`src/rtl/lnkmon_pkg.sv`:
```
package lnkmon_pkg;

  localparam int NCRIT = 4;
  localparam int NCOUNTED = 3;

  // Bit positions shared by crit_en and cause
  localparam int CR_RXERR  = 0;
  localparam int CR_MLT3   = 1;
  localparam int CR_LOWSQ  = 2;
  localparam int CR_ENLOSS = 3;

  typedef logic [NCRIT-1:0] crit_vec_t;

  function automatic int max_int(int a, int b);
    return (a > b) ? a : b;
  endfunction

endpackage

```
`src/rtl/lnkmon_window.sv`:
```
module lnkmon_window #(
  parameter int FAST_WIN = 250,
  parameter int SLOW_WIN = 25000
) (
  input  logic clk,
  input  logic rst_n,
  input  logic run,
  input  logic fast_mode,
  output logic win_end
);
  import lnkmon_pkg::*;

  localparam int WMAX = max_int(FAST_WIN, SLOW_WIN);
  localparam int W    = $clog2(WMAX + 1);
  localparam logic [W-1:0] FAST_LAST = W'(FAST_WIN - 1);
  localparam logic [W-1:0] SLOW_LAST = W'(SLOW_WIN - 1);
  localparam logic [W-1:0] TOP_LAST  = W'(WMAX - 1);

  logic [W-1:0] pos_q;
  logic [W-1:0] last;

  assign last    = fast_mode ? FAST_LAST : SLOW_LAST;
  assign win_end = run && (pos_q >= last);

  always_ff @(posedge clk or negedge rst_n) begin
    if (!rst_n) begin
      pos_q <= '0;
    end else if (!run || win_end) begin
      pos_q <= '0;
    end else begin
      pos_q <= pos_q + 1'b1;
    end
  end

  AST_POS_RANGE: assert property (@(posedge clk) disable iff (!rst_n)
    pos_q <= TOP_LAST);
  AST_HALT_WHEN_IDLE: assert property (@(posedge clk) disable iff (!rst_n)
    !run |=> (pos_q == '0));

endmodule

```
`src/rtl/lnkmon_evcount.sv`:
```
module lnkmon_evcount #(
  parameter int THR = 20
) (
  input  logic clk,
  input  logic rst_n,
  input  logic run,
  input  logic en,
  input  logic ev,
  input  logic win_end,
  output logic hit
);
  localparam int CW = $clog2(THR + 1);
  localparam logic [CW-1:0] THR_V  = CW'(THR);
  localparam logic [CW-1:0] THR_M1 = CW'(THR - 1);

  logic [CW-1:0] cnt_q;
  logic          counted;

  assign counted = run && en && ev;
  assign hit     = counted && (cnt_q == THR_M1);

  always_ff @(posedge clk or negedge rst_n) begin
    if (!rst_n) begin
      cnt_q <= '0;
    end else if (!run || win_end) begin
      cnt_q <= '0;
    end else if (counted && (cnt_q != THR_V)) begin
      cnt_q <= cnt_q + 1'b1;
    end
  end

  AST_CNT_SATURATE: assert property (@(posedge clk) disable iff (!rst_n)
    cnt_q <= THR_V);
  AST_CNT_CLEARED: assert property (@(posedge clk) disable iff (!rst_n)
    (!run || win_end) |=> (cnt_q == '0));
  AST_MASKED_NO_COUNT: assert property (@(posedge clk) disable iff (!rst_n)
    (run && !win_end && !en) |=> $stable(cnt_q));

endmodule

```
`src/rtl/lnkmon_arbiter.sv`:
```
module lnkmon_arbiter
  import lnkmon_pkg::*;
(
  input  logic      clk,
  input  logic      rst_n,
  input  crit_vec_t trip,
  input  logic      rearm,
  input  logic      cause_clr,
  output logic      armed,
  output logic      drop_pulse,
  output crit_vec_t cause
);

  logic      armed_q;
  logic      drop_q;
  crit_vec_t cause_q;
  logic      any_trip;

  assign any_trip = |trip;

  always_ff @(posedge clk or negedge rst_n) begin
    if (!rst_n) begin
      armed_q <= 1'b1;
      drop_q  <= 1'b0;
      cause_q <= '0;
    end else begin
      drop_q  <= any_trip;
      cause_q <= (cause_clr ? '0 : cause_q) | trip;
      if (any_trip) begin
        armed_q <= 1'b0;
      end else if (!armed_q && rearm) begin
        armed_q <= 1'b1;
      end
    end
  end

  assign armed      = armed_q;
  assign drop_pulse = drop_q;
  assign cause      = cause_q;

  AST_PULSE_ONE_CYCLE: assert property (@(posedge clk) disable iff (!rst_n)
    drop_q |=> !drop_q);
  AST_CAUSE_WITH_DROP: assert property (@(posedge clk) disable iff (!rst_n)
    drop_q |-> (cause_q != '0));
  AST_CAUSE_STICKY: assert property (@(posedge clk) disable iff (!rst_n)
    !cause_clr |=> ((cause_q & $past(cause_q)) == $past(cause_q)));
  AST_DISARM_AFTER_DROP: assert property (@(posedge clk) disable iff (!rst_n)
    drop_q |-> !armed_q);

endmodule

```
`src/rtl/link_drop_monitor.sv`:
```
module link_drop_monitor #(
  parameter int FAST_WIN  = 250,
  parameter int SLOW_WIN  = 25000,
  parameter int RXERR_THR = 32,
  parameter int MLT3_THR  = 20,
  parameter int LOWSQ_THR = 20
) (
  input  logic       clk,
  input  logic       rst_n,
  input  logic       fast_mode,
  input  logic [3:0] crit_en,
  input  logic       ev_rxerr,
  input  logic       ev_mlt3,
  input  logic       ev_lowsq,
  input  logic       ev_enloss,
  input  logic       rearm,
  input  logic       cause_clr,
  output logic       drop_pulse,
  output logic [3:0] cause,
  output logic       armed
);
  import lnkmon_pkg::*;

  crit_vec_t ev_vec;
  crit_vec_t trip;
  crit_vec_t cause_w;
  logic      win_end;
  logic      armed_w;
  logic      drop_w;

  assign ev_vec[CR_RXERR]  = ev_rxerr;
  assign ev_vec[CR_MLT3]   = ev_mlt3;
  assign ev_vec[CR_LOWSQ]  = ev_lowsq;
  assign ev_vec[CR_ENLOSS] = ev_enloss;

  lnkmon_window #(
    .FAST_WIN (FAST_WIN),
    .SLOW_WIN (SLOW_WIN)
  ) u_window (
    .clk       (clk),
    .rst_n     (rst_n),
    .run       (armed_w),
    .fast_mode (fast_mode),
    .win_end   (win_end)
  );

  for (genvar g = 0; g < NCOUNTED; g++) begin : g_cnt
    localparam int THR = (g == CR_RXERR) ? RXERR_THR :
                         (g == CR_MLT3)  ? MLT3_THR  : LOWSQ_THR;
    lnkmon_evcount #(
      .THR (THR)
    ) u_cnt (
      .clk     (clk),
      .rst_n   (rst_n),
      .run     (armed_w),
      .en      (crit_en[g]),
      .ev      (ev_vec[g]),
      .win_end (win_end),
      .hit     (trip[g])
    );
  end

  assign trip[CR_ENLOSS] = armed_w && crit_en[CR_ENLOSS] && ev_vec[CR_ENLOSS];

  lnkmon_arbiter u_arb (
    .clk        (clk),
    .rst_n      (rst_n),
    .trip       (trip),
    .rearm      (rearm),
    .cause_clr  (cause_clr),
    .armed      (armed_w),
    .drop_pulse (drop_w),
    .cause      (cause_w)
  );

  assign drop_pulse = drop_w;
  assign cause      = cause_w;
  assign armed      = armed_w;

  AST_ENLOSS_IMMEDIATE: assert property (@(posedge clk) disable iff (!rst_n)
    (armed && crit_en[CR_ENLOSS] && ev_enloss) |=> (drop_pulse && cause[CR_ENLOSS]));
  AST_ALL_MASKED: assert property (@(posedge clk) disable iff (!rst_n)
    (crit_en == 4'b0000) |=> !drop_pulse);
  AST_IDLE_NO_DROP: assert property (@(posedge clk) disable iff (!rst_n)
    !armed |=> !drop_pulse);

endmodule

```
`config.mk`:
```
export PLATFORM = sky130hd
export DESIGN_NAME = link_drop_monitor
export DESIGN_NICKNAME = d
export VERILOG_FILES = /design/src/rtl/lnkmon_pkg.sv /design/src/rtl/lnkmon_window.sv /design/src/rtl/lnkmon_evcount.sv /design/src/rtl/lnkmon_arbiter.sv /design/src/rtl/link_drop_monitor.sv
export SDC_FILE = /design/constraint.sdc
export NUM_CORES = 1
export LEC_CHECK = 0
export BUFFER_PORTS_ARGS = -buffer_cell sky130_fd_sc_hd__buf_4
export CAP_MARGIN = 10
export CELL_PAD_IN_SITES_DETAIL_PLACEMENT = 0
export CELL_PAD_IN_SITES_GLOBAL_PLACEMENT = 1
export CORE_MARGIN = 3
export CORE_UTILIZATION = 46
export CTS_CLUSTER_DIAMETER = 60
export DETAILED_ROUTE_END_ITERATION = 8
export GPL_TIMING_DRIVEN = 0
export PLACE_DENSITY_LB_ADDON = 0.12
export SKIP_LAST_GASP = 1
export SLEW_MARGIN = 20
export SYNTH_ARGS = -nofsm -noshare
export SYNTH_HDL_FRONTEND = slang
export SYNTH_HIERARCHICAL = 1
export SYNTH_SLANG_ARGS = --single-unit
```
`constraint.sdc`:
```
create_clock -name clk -period 3.3 [get_ports clk]
set_clock_uncertainty 0.1 [all_clocks]
set_input_delay 0.33 -clock clk [delete_from_list [all_inputs] [get_ports clk]]
set_output_delay 0.33 -clock clk [all_outputs]
set_load 0.05 [all_outputs]
```
==> summary.txt <==
Status: completed
Syn nets: 243
HPWL Detailed: 3340 µm
Net count reported at finish: 269
Tightest Pin Transition: 0.743 ns
Largest net degree at the start of global routing: 38
Post-route clock period utilization: 76.0%
Routed vias: 1737
DR WL/cell: 15.0 µm
Initial Util: 48.9%
Most frequent cells in the layout: dfrtp_1 (36), buf_4 (18), inv_1 (15), ha_1 (15)
Drt via density: 5.91
Post-synthesis sequential area ratio: 42.4%
Distinct cells, synth: 40
Req. time, crit path: 3.36 ns
DIE AREA: 5620 µm²
Clk slew on worst S/H paths: 0.07 ns
Max Root-Sink Buffers: 2
DRT antenna net count: 0
Antenna cells: 0
GR Util All Layers: 17.8%
Routability congestion estimate: 0.804
Mapped Cells: 215
Fin cells: 294
Relative slew slack: 50.5%
First-pass GRT wire length: 7780 µm
CTS tree: yes
Drt initial violations: 104
Grt total ovfl: 0
Post-Syn Area: 2190 µm²
Clock root buffer: clkbuf_8
Final WL: 4400 µm
Cell count after placement: 285
Die Span X: 74.9 µm
CTS sink count: 37
Area leader, netlist: dfrtp_1
Top cell type's share of synthesized area: 41.2%
CP Capture Type: register
Row count: 24
Min Tclk post-route: 2.51 ns
Syn Area/Cell: 10.2 µm²
Synth top area cells: dfrtp_1 (41%), ha_1 (8.6%), nor3_2 (4.6%)
DRC: 0
Port Buffers: 18
Worst Setup Start Kind: register
Htree depth: 2
Area grow syn2layout: 13.5%
Min-Delay Path Class: in -> reg
MaxCap Viol Count: 0
Share of layout cells above drive strength 1: 19.4%
Post-CTS setup buffers: 0
Die H: 74.9 µm
WS Path Type: reg -> reg
PD cells: 413 nW/µm²
Pre-antenna DRT Iters: 4
Final hold vios: 0
I/O Pins: 19
Async SR Flop Fraction: 100%
Post-synth EDFFs: 0
Slew Viols, Final: 0
Min Hold Slack: 0.168 ns
Leakage: 1.10 nW
Top fanout value on the critical path: 7
CTS buffer count: 5
TNS Setup: 0 ns
Worst-skew pair later-pin latency: 0.28 ns
Ys Warns: 6
Initial antenna violation count: 0
Max VDD drop: 0.172 mV
Final setup vio count: 0
Synthesized flop and latch total: 37
Synth Flop Type: dfrtp_1
RSZ-0062 raised after global routing: false
Commonest non-fill, non-tap cell in the layout: dfrtp_1
Worst EP arrival: 2.57 ns
Vias in the first global route: 1799
Fmax: 399 MHz
Placeable Area: 4470 µm²
[cell families (layout without fill, tap and decap cells)]
family	after synthesis	after routing	synth area share, %
compound gates	40	40	11.8
xor+xnor	12	12	4.81
fa+ha+maj	15	15	8.59
buf+inv	18	45	3.84
flops	37	37	42.4
mux	2	2	0.916
simple gates	91	91	27.6
[critical path, cell delays in order (launching register included)]
cell and delay [ns]:
dfrtp_1 0.42, or4_4 0.56, or3_1 0.42, o211ai_4 0.31, and2_1 0.25, nand2b_1 0.24, a211oi_1 0.08
[cell type report]
cell class	count	area (µm²)
plain buffers	3	27.5
clock buffers	7	76.3
clock inverters	1	7.51
fillers	390	1990
inverters	15	56.3
multi-input cells	160	1170
flip-flops and latches	37	927
well taps	52	65.1
repair buffers	19	145
[sequential cells by signal (all words and copies together) (netlist names)]
signal and cells:
u_window/pos_q 15, u_arb/drop_pulse 1, u_arb/cause 4, u_arb/armed 1, g_cnt.u_cnt/cnt_q 16
[through the flow]
step                      instance area, µm²  total power, mW  setup slack, ns  utilization (%)
after CTS                               2480             1.04            0.777             55.4
after global routing                    2480             1.09            0.686             55.4
after detailed placement                2390            0.727            0.794             53.3
final                                   2480             1.02            0.792             55.4
after global placement                  2390            0.713            0.801             53.3
after floorplan                         2190            0.658             1.02                -
[timing repair]
action | CTS | global route
hold buffers | 1 | 0
gates resized for setup | 0 | 0
setup endpoints to repair | 0 | 0
endpoints found under the hold margin | 36 | 0
[report_power, final]
part / leakage [nW] / total (mW) / internal [mW] / switching [mW]
Combinational: 0.559 / 0.187 / 0.0783 / 0.109
Clock: 0.0385 / 0.307 / 0.149 / 0.157
Sequential: 0.504 / 0.530 / 0.487 / 0.0430
[worst paths after layout]
| kind | start | endpoint | slack, ns | depth (start not counted) |
|---|---|---|---|---|
| hold reg to reg | u_arb/cause[2] | u_arb/cause[2] | 0.39 | 1 |
| min in group asynchronous | rst_n | u_window/pos_q[14] | 0.43 | 2 |
| setup / recovery | u_window/pos_q[12] | g_cnt[2].u_cnt/cnt_q[2] | 0.79 | 6 |
| max in group asynchronous | rst_n | u_arb/armed | 2.31 | 2 |
| hold / removal | rearm | u_arb/armed | 0.17 | 3 |
| setup reg to reg | u_window/pos_q[12] | g_cnt[2].u_cnt/cnt_q[2] | 0.79 | 6 |
[cells in the mapped netlist, drive strengths merged (2+ instances only)]
library cell	instances
nand4b	2
nand2b	3
nor3	20
or4	8
and3	5
nand3	16
o31ai	3
ha	15
clkbuf	2
xor2	4
nor4b	2
and4b	2
nor2	2
dfrtp	36
inv	15
mux2i	2
o21ai	9
a211oi	4
and2	2
a21oi	14
nand2	11
a21o	5
or3	5
nor4	2
xnor2	8
nand4	9
[per-layer routing]
layer | share of wire, % | track usage (%) | vias to the layer above
li1 | - | - | 850
met1 | 45 | 22.2 | 849
met2 | 50 | 30.8 | 29
met3 | 3.2 | 3.20 | 9
met4 | 1.7 | 6.32 | 0
met5 | 0 | 0 | -
Note: power is estimated with default switching activity, not from simulation.
